===== src/rtl/rxdes_pkg.sv =====
package rxdes_pkg;

    localparam int WORD_W  = 32;
    localparam int BYTES_W = WORD_W / 8;

    typedef enum logic [1:0] {
        RX_IDLE  = 2'd0,
        RX_WAIT  = 2'd1,
        RX_SHIFT = 2'd2
    } rx_state_e;

    typedef struct packed {
        logic              valid;
        logic [2:0]        nbytes;
        logic [WORD_W-1:0] data;
    } word_wr_t;

    // Move the newest n bytes of the shift register to the top lanes.
    function automatic logic [WORD_W-1:0] left_align(input logic [WORD_W-1:0] v,
                                                     input logic [2:0] n);
        logic [WORD_W-1:0] r;
        case (n)
            3'd1:    r = {v[7:0], 24'h0};
            3'd2:    r = {v[15:0], 16'h0};
            3'd3:    r = {v[23:0], 8'h0};
            default: r = v;
        endcase
        return r;
    endfunction

    // Reverse the byte lanes of a word.
    function automatic logic [WORD_W-1:0] lane_reverse(input logic [WORD_W-1:0] v);
        logic [WORD_W-1:0] r;
        for (int k = 0; k < BYTES_W; k++) begin
            r[8*k +: 8] = v[8*(BYTES_W-1-k) +: 8];
        end
        return r;
    endfunction

endpackage


===== src/rtl/rxdes_timer.sv =====
module rxdes_timer
    import rxdes_pkg::*;
#(
    parameter int TMR_W = 16
) (
    input  logic             clk,
    input  logic             rst,
    input  logic             load_i,
    input  logic [TMR_W-1:0] load_val_i,
    input  logic             tick_i,
    output logic             expired_o
);

    logic [TMR_W-1:0] cnt_q;

    assign expired_o = tick_i && (cnt_q <= TMR_W'(1));

    always_ff @(posedge clk) begin
        if (rst) begin
            cnt_q <= '0;
        end else if (load_i) begin
            cnt_q <= (load_val_i == '0) ? TMR_W'(1) : load_val_i;
        end else if (tick_i && cnt_q > TMR_W'(1)) begin
            cnt_q <= cnt_q - TMR_W'(1);
        end
    end

    AST_TMR_LOADED_NONZERO: assert property (@(posedge clk) disable iff (rst)
        load_i |=> (cnt_q != '0));

endmodule


===== src/rtl/rxdes_frame.sv =====
module rxdes_frame
    import rxdes_pkg::*;
#(
    parameter int LEN_W = 16
) (
    input  logic             clk,
    input  logic             rst,
    input  logic             start_i,
    input  logic [LEN_W-1:0] len_i,
    input  logic             sdat_i,
    input  logic             tmr_exp_i,
    output logic             start_acc_o,
    output logic             tmr_load_o,
    output logic             tmr_tick_o,
    output word_wr_t         wr_o,
    output logic             end_ok_o,
    output logic             end_tmo_o,
    output logic             busy_o
);

    rx_state_e         state_q;
    logic [WORD_W-1:0] sr_q;
    logic [4:0]        bit_cnt_q;
    logic [LEN_W-1:0]  left_q;

    logic [WORD_W-1:0] sr_nx;
    logic              in_shift;
    logic              byte_end;
    logic              last_byte;
    logic              word_full;
    logic [2:0]        word_bytes;

    always_comb begin
        in_shift    = (state_q == RX_SHIFT);
        sr_nx       = {sr_q[WORD_W-2:0], sdat_i};
        byte_end    = in_shift && (bit_cnt_q[2:0] == 3'd7);
        last_byte   = byte_end && (left_q == LEN_W'(1));
        word_full   = byte_end && (bit_cnt_q[4:3] == 2'd3);
        word_bytes  = {1'b0, bit_cnt_q[4:3]} + 3'd1;

        start_acc_o = (state_q == RX_IDLE) && start_i;
        tmr_load_o  = start_acc_o;
        tmr_tick_o  = (state_q == RX_WAIT) && sdat_i;
        end_tmo_o   = tmr_tick_o && tmr_exp_i;
        end_ok_o    = last_byte || (start_acc_o && len_i == '0);
        busy_o      = (state_q != RX_IDLE);

        wr_o.valid  = last_byte || word_full;
        wr_o.nbytes = word_bytes;
        wr_o.data   = lane_reverse(left_align(sr_nx, word_bytes));
    end

    always_ff @(posedge clk) begin
        if (rst) begin
            state_q   <= RX_IDLE;
            sr_q      <= '0;
            bit_cnt_q <= '0;
            left_q    <= '0;
        end else begin
            unique case (state_q)
                RX_IDLE: begin
                    if (start_i && len_i != '0) begin
                        state_q <= RX_WAIT;
                        left_q  <= len_i;
                    end
                end
                RX_WAIT: begin
                    if (!sdat_i) begin
                        state_q   <= RX_SHIFT;
                        bit_cnt_q <= '0;
                    end else if (tmr_exp_i) begin
                        state_q <= RX_IDLE;
                    end
                end
                RX_SHIFT: begin
                    sr_q      <= sr_nx;
                    bit_cnt_q <= bit_cnt_q + 5'd1;
                    if (byte_end) left_q <= left_q - LEN_W'(1);
                    if (last_byte) state_q <= RX_IDLE;
                end
                default: state_q <= RX_IDLE;
            endcase
        end
    end

    AST_START_BIT_DISCARD: assert property (@(posedge clk) disable iff (rst)
        (state_q == RX_WAIT && !sdat_i) |=> (state_q == RX_SHIFT && bit_cnt_q == 5'd0));

    AST_NO_WRITE_OUTSIDE_SHIFT: assert property (@(posedge clk) disable iff (rst)
        (state_q != RX_SHIFT) |-> !wr_o.valid);

    AST_PARTIAL_UPPER_ZERO: assert property (@(posedge clk) disable iff (rst)
        (wr_o.valid && wr_o.nbytes == 3'd1) |-> (wr_o.data[31:8] == 24'h0));

    AST_BUSY_IGNORES_START: assert property (@(posedge clk) disable iff (rst)
        (state_q == RX_SHIFT && !byte_end) |=> $stable(left_q));

endmodule


===== src/rtl/rxdes_fifo.sv =====
module rxdes_fifo
    import rxdes_pkg::*;
#(
    parameter int DEPTH = 4
) (
    input  logic                       clk,
    input  logic                       rst,
    input  word_wr_t                   wr_i,
    input  logic                       rd_en_i,
    output logic [WORD_W-1:0]          rd_data_o,
    output logic                       empty_o,
    output logic                       full_o,
    output logic [$clog2(DEPTH):0]     level_o
);

    localparam int AW = $clog2(DEPTH);

    logic [WORD_W-1:0] mem_q [DEPTH];
    logic [AW:0]       wptr_q;
    logic [AW:0]       rptr_q;
    logic              push;
    logic              pop;

    always_comb begin
        level_o   = wptr_q - rptr_q;
        empty_o   = (level_o == '0);
        full_o    = (level_o == (AW+1)'(DEPTH));
        push      = wr_i.valid && !full_o;
        pop       = rd_en_i && !empty_o;
        rd_data_o = mem_q[rptr_q[AW-1:0]];
    end

    always_ff @(posedge clk) begin
        if (rst) begin
            wptr_q <= '0;
            rptr_q <= '0;
        end else begin
            if (push) wptr_q <= wptr_q + (AW+1)'(1);
            if (pop)  rptr_q <= rptr_q + (AW+1)'(1);
        end
    end

    generate
        for (genvar g = 0; g < DEPTH; g++) begin : g_slot
            always_ff @(posedge clk) begin
                if (rst) begin
                    mem_q[g] <= '0;
                end else if (push && wptr_q[AW-1:0] == AW'(g)) begin
                    mem_q[g] <= wr_i.data;
                end
            end
        end
    endgenerate

    AST_NO_OVERFLOW: assert property (@(posedge clk) disable iff (rst)
        level_o <= (AW+1)'(DEPTH));

    AST_FULL_DROPS_WORD: assert property (@(posedge clk) disable iff (rst)
        (wr_i.valid && full_o) |=> $stable(wptr_q));

    AST_EMPTY_READ_NOP: assert property (@(posedge clk) disable iff (rst)
        (rd_en_i && empty_o && !wr_i.valid) |=> (level_o == '0));

endmodule


===== src/rtl/rxdes_top.sv =====
module rxdes_top
    import rxdes_pkg::*;
#(
    parameter int LEN_W      = 16,
    parameter int TMR_W      = 16,
    parameter int FIFO_DEPTH = 4,
    localparam int LVL_W     = $clog2(FIFO_DEPTH) + 1
) (
    input  logic              clk,
    input  logic              rst,
    input  logic              start_i,
    input  logic [LEN_W-1:0]  len_i,
    input  logic [TMR_W-1:0]  tmo_i,
    input  logic              sdat_i,
    input  logic              rd_en_i,
    output logic [31:0]       rd_data_o,
    output logic              empty_o,
    output logic [LVL_W-1:0]  level_o,
    output logic              busy_o,
    output logic              done_o,
    output logic              timeout_o,
    output logic              overrun_o
);

    logic     start_acc;
    logic     tmr_load;
    logic     tmr_tick;
    logic     tmr_exp;
    logic     end_ok;
    logic     end_tmo;
    logic     fifo_full;
    word_wr_t wr;

    logic done_q;
    logic tmo_q;
    logic ovr_q;

    rxdes_timer #(.TMR_W(TMR_W)) u_timer (
        .clk        (clk),
        .rst        (rst),
        .load_i     (tmr_load),
        .load_val_i (tmo_i),
        .tick_i     (tmr_tick),
        .expired_o  (tmr_exp)
    );

    rxdes_frame #(.LEN_W(LEN_W)) u_frame (
        .clk         (clk),
        .rst         (rst),
        .start_i     (start_i),
        .len_i       (len_i),
        .sdat_i      (sdat_i),
        .tmr_exp_i   (tmr_exp),
        .start_acc_o (start_acc),
        .tmr_load_o  (tmr_load),
        .tmr_tick_o  (tmr_tick),
        .wr_o        (wr),
        .end_ok_o    (end_ok),
        .end_tmo_o   (end_tmo),
        .busy_o      (busy_o)
    );

    rxdes_fifo #(.DEPTH(FIFO_DEPTH)) u_fifo (
        .clk       (clk),
        .rst       (rst),
        .wr_i      (wr),
        .rd_en_i   (rd_en_i),
        .rd_data_o (rd_data_o),
        .empty_o   (empty_o),
        .full_o    (fifo_full),
        .level_o   (level_o)
    );

    always_ff @(posedge clk) begin
        if (rst) begin
            done_q <= 1'b0;
            tmo_q  <= 1'b0;
            ovr_q  <= 1'b0;
        end else begin
            if (start_acc) begin
                done_q <= 1'b0;
                tmo_q  <= 1'b0;
                ovr_q  <= 1'b0;
            end
            if (end_ok)                done_q <= 1'b1;
            if (end_tmo)               tmo_q  <= 1'b1;
            if (wr.valid && fifo_full) ovr_q  <= 1'b1;
        end
    end

    assign done_o    = done_q;
    assign timeout_o = tmo_q;
    assign overrun_o = ovr_q;

    AST_END_EXCLUSIVE: assert property (@(posedge clk) disable iff (rst)
        !(done_o && timeout_o));

    AST_DONE_NOT_BUSY: assert property (@(posedge clk) disable iff (rst)
        done_o |-> !busy_o);

    AST_TIMEOUT_ENDS: assert property (@(posedge clk) disable iff (rst)
        $rose(timeout_o) |-> (!busy_o && !done_o));

endmodule


===== config.mk =====
export PLATFORM = sky130hd
export DESIGN_NAME = rxdes_top
export DESIGN_NICKNAME = d
export VERILOG_FILES = /design/src/rtl/rxdes_pkg.sv /design/src/rtl/rxdes_timer.sv /design/src/rtl/rxdes_frame.sv /design/src/rtl/rxdes_fifo.sv /design/src/rtl/rxdes_top.sv
export SDC_FILE = /design/constraint.sdc
export NUM_CORES = 1
export LEC_CHECK = 0
export BUFFER_PORTS_ARGS = -buffer_cell sky130_fd_sc_hd__buf_2
export CORE_MARGIN = 2
export CORE_UTILIZATION = 55
export DETAILED_ROUTE_END_ITERATION = 16
export PLACE_DENSITY_LB_ADDON = 0.2
export SLEW_MARGIN = 20
export SYNTH_ARGS = -nofsm -noshare
export SYNTH_HDL_FRONTEND = slang
export SYNTH_SLANG_ARGS = --single-unit
export TNS_END_PERCENT = 100

===== constraint.sdc =====
create_clock -name clk -period 9.2 [get_ports clk]
set_input_delay 1.38 -clock clk [delete_from_list [all_inputs] [get_ports clk]]
set_output_delay 1.38 -clock clk [all_outputs]
set_load 0.005 [all_outputs]

==> flow_summary_export.csv <==
group,metric,value,unit
outcome,status,"finished, final reports clean",
power_and_ir_drop,intPower,0.00167,W
routing,viasPerCell,5.86,
routing,vias,6924,
synthesis,syn_area,9870,µm²
floorplanning,fp.dieW,138,µm
critical_path,cpPeakStageDelay,0.60,ns
power_and_ir_drop,powerDensity,202,nW/µm²
critical_path,rrSetupSlack,5.88,ns
synthesis,yosys-top-cells-area,"edfxtp_1 (39%), dfxtp_1 (16%), mux4_2 (7.3%), nor2_1 (5.6%), nand2_1 (3.7%)",
grt,gr-total-overflow,0,
power_and_ir_drop,power,0.00223,W
floorplanning,start_util,0.567,
sta,finalClockSkew,0.0184,ns
finish,layout_commonest_cell,"nor2_1",
critical_path,slowest_stage,"mux4_2",
synthesis,synth.avg_cell_area,11.1,µm²
hold_path,holdCritPathClass,"reg -> reg",
synthesis,synth_nets,939,
power_and_ir_drop,leakage,3.96,nW
cts,clkTransAtPathRegs,0.06,ns
critical_path,critPathMaxFanout,32,
sta,finalHoldViolCount,0,
floorplanning,die_y,138,µm
routing,drcViolationCount,0,
critical_path,crit_chain,"buf_4 -> mux4_2 -> buf_2",
grt,antenna_found_initial,0,
sta,fin_setup_tns,0,ns
routing,routedWlPerCell,18.2,µm
synthesis,yosysWarningCount,0,
synthesis,synth_top_area_share,0.389,
grt,grt_first_pass_wirelength,34700,µm
cts,post-cts-setup-buffers,0,
placed_design,gp_congestion,0.789,
sta,slew_violations,0,
finish,fin_nets,991,
finish,fin_util,0.633,
power_and_ir_drop,seqPwrFrac,0.478,
power_and_ir_drop,switching_share,0.248,
sta,period_share,0.380,
routing,drt_pass1_iterations,5,
synthesis,synth_ff_type,"edfxtp_1",
grt,grt.total_usage,0.234,
cts,clock_latency,0.51,ns
synthesis,synth_cells,889,
cts,cts_tree,"built",
cts,hold_buffers,0,
sta,slew_headroom,0.337,
power_and_ir_drop,max-vdd-ir-drop,0.000175,V
synthesis,ys_ff_latch,209,
sta,rsz0062_at_grt,"no",
power_and_ir_drop,power.share.clock,0.376,
synthesis,yosysUniqueCellTypes,71,
floorplanning,pin_count,77,
floorplanning,die_area,19000,µm²
critical_path,worstSetupPathType,"reg -> out",
placed_design,io_buffers,76,
power_and_ir_drop,switching_power,0.000552,W
power_and_ir_drop,share_comb_of_total_power,0.146,
critical_path,cp.arrival,2.11,ns
floorplanning,std_cell_rows,48,
grt,grt_pass1_vias,6654,
sta,finalSetupViolCount,0,
placed_design,place_inst,1140,
grt,grt_max_degree,97,
routing,drtIter0Drc,494,
cts,clk_path_buf_depth,3,
finish,n_antenna_cell,0,
cts,clockRootBuffer,"clkbuf_16",
routing,drt.antenna.violating_nets,0,
flow_run,maxCapViolCount,0,
critical_path,worstSetupEndpointType,"primary output",
finish,nFillCells,1392,
cts,cts.repair.resized,0,
cts,cts_sinks,209,
sta,fin_crit,3.49,ns
finish,syn2layout_area_growth,11.8,%
synthesis,synth_edf_count,128,
cts,cts_made_buffers,23,
routing,routed_wl,21600,µm
sta,worst-slew-pin-transition,0.994,ns
critical_path,crit_required,7.82,ns
critical_path,worstSetupStartpointType,"flip-flop",
synthesis,async_flop_share,0,
finish,final_cells,1182,
finish,drive_gt1_frac,0.194,
cts,h-tree-depth,1,
synthesis,synth-seq-area-share,0.554,
finish,final_cell_mix,"nor2_1 (148), edfxtp_1 (128), nand2_1 (98)",
floorplanning,fp.coreArea,17400,µm²
synthesis,synth.largest_area_cell,"edfxtp_1",
placed_design,hpwl,13100,µm
sta,clock.fmax,286,MHz
-- worst max-delay path, delay by kind of cell (launching register included) --
family	cells	cell delay, ns
mux	1	0.60
buf+inv	2	0.67
flops	1	0.31
-- area by class of cell --
type	instances	area, µm²	share of cell area
clock buffers	28	594	0.0539
clock inverters	13	82.6	0.00748
inverters	18	67.6	0.00612
multi-input cells	600	4040	0.366
flip-flops and latches	209	5470	0.495
well taps	225	282	0.0255
repair buffers	89	498	0.0451
-- metrics by stage --
stage	hold WS (ns)	area [µm²]	setup slack, ns
after floorplan	0.436	9870	5.92
after global placement	0.447	10300	5.87
after detailed placement	0.458	10300	5.74
after CTS	0.455	11000	5.65
after global routing	0.493	11000	5.58
final	0.455	11000	5.71
-- worst paths after layout --
path / from / to / cells past startpoint
worst max-delay path: flip-flop / rd_data_o[6] / 3
worst min-delay path: u_frame.sr_q[17]$_SDFFE_PP0N_ / u_frame.sr_q[18]$_SDFFE_PP0N_ / 2
worst min register to register: u_frame.sr_q[17]$_SDFFE_PP0N_ / u_frame.sr_q[18]$_SDFFE_PP0N_ / 2
worst max register to register: u_fifo.wptr_q[0]$_SDFFE_PP0P_ / u_fifo.mem_q[2][18]$_SDFFCE_PN0P_ / 9
-- power groups by stage --
stage | clock network, W | registers [W] | logic (W)
4_1_cts | 0.000851 | 0.00106 | 0.000330
3_5_place_dp | 0 | 0.00108 | 0.000329
3_3_place_gp | 0 | 0.00108 | 0.000325
5_1_grt | 0.000883 | 0.00107 | 0.000364
6_report | 0.000838 | 0.00106 | 0.000325
2_1_floorplan | 0 | 0.00108 | 0.000229
-- metal layers --
layer	GRT usage	vias to the layer above	wire (µm)
met1	0.309	3359	9420
met4	0.0584	0	429
met3	0.0314	28	1000
met5	0	-	0
met2	0.409	167	10700
li1	-	3370	-
-- cell families (layout without fill, tap and decap cells) --
group           Yosys count  count (layout)  share of synthesized area
compound gates          157             157                      0.102
fa+ha+maj                13              13                     0.0172
xor+xnor                  7               7                    0.00773
mux                      58              58                      0.101
simple gates            365             365                      0.180
flops                   209             209                      0.554
buf+inv                  80             148                     0.0385
-- Yosys cell counts (4+ instances only) --
master    instances
nand2_1          98
edfxtp_1        128
dfxtp_1          81
inv_1            18
a22oi_1          11
a311oi_1          6
buf_1            10
or2_2             4
ha_1             12
nor2_1          148
nor3_1           18
nand2b_1          4
mux2i_1          10
and3_1           33
nand4b_4          4
nand4_1           6
buf_6             8
nor4_1           15
a31oi_1           4
clkbuf_1         40
a21oi_1          62
a21o_1           10
a211oi_1          6
mux4_2           32
mux2_2           16
o21ai_0          27
nand3_1           8
-- sequential cells by signal, indices dropped and copies added (netlist names), 2 cells and up, named ones only --
register           flops
u_frame.state_q        2
u_frame.bit_cnt_q      5
u_fifo.wptr_q          3
u_timer.cnt_q         16
u_frame.left_q        16
u_frame.sr_q          31
u_fifo.rptr_q          3
u_fifo.mem_q         128
(Power assumes the default switching activity.)
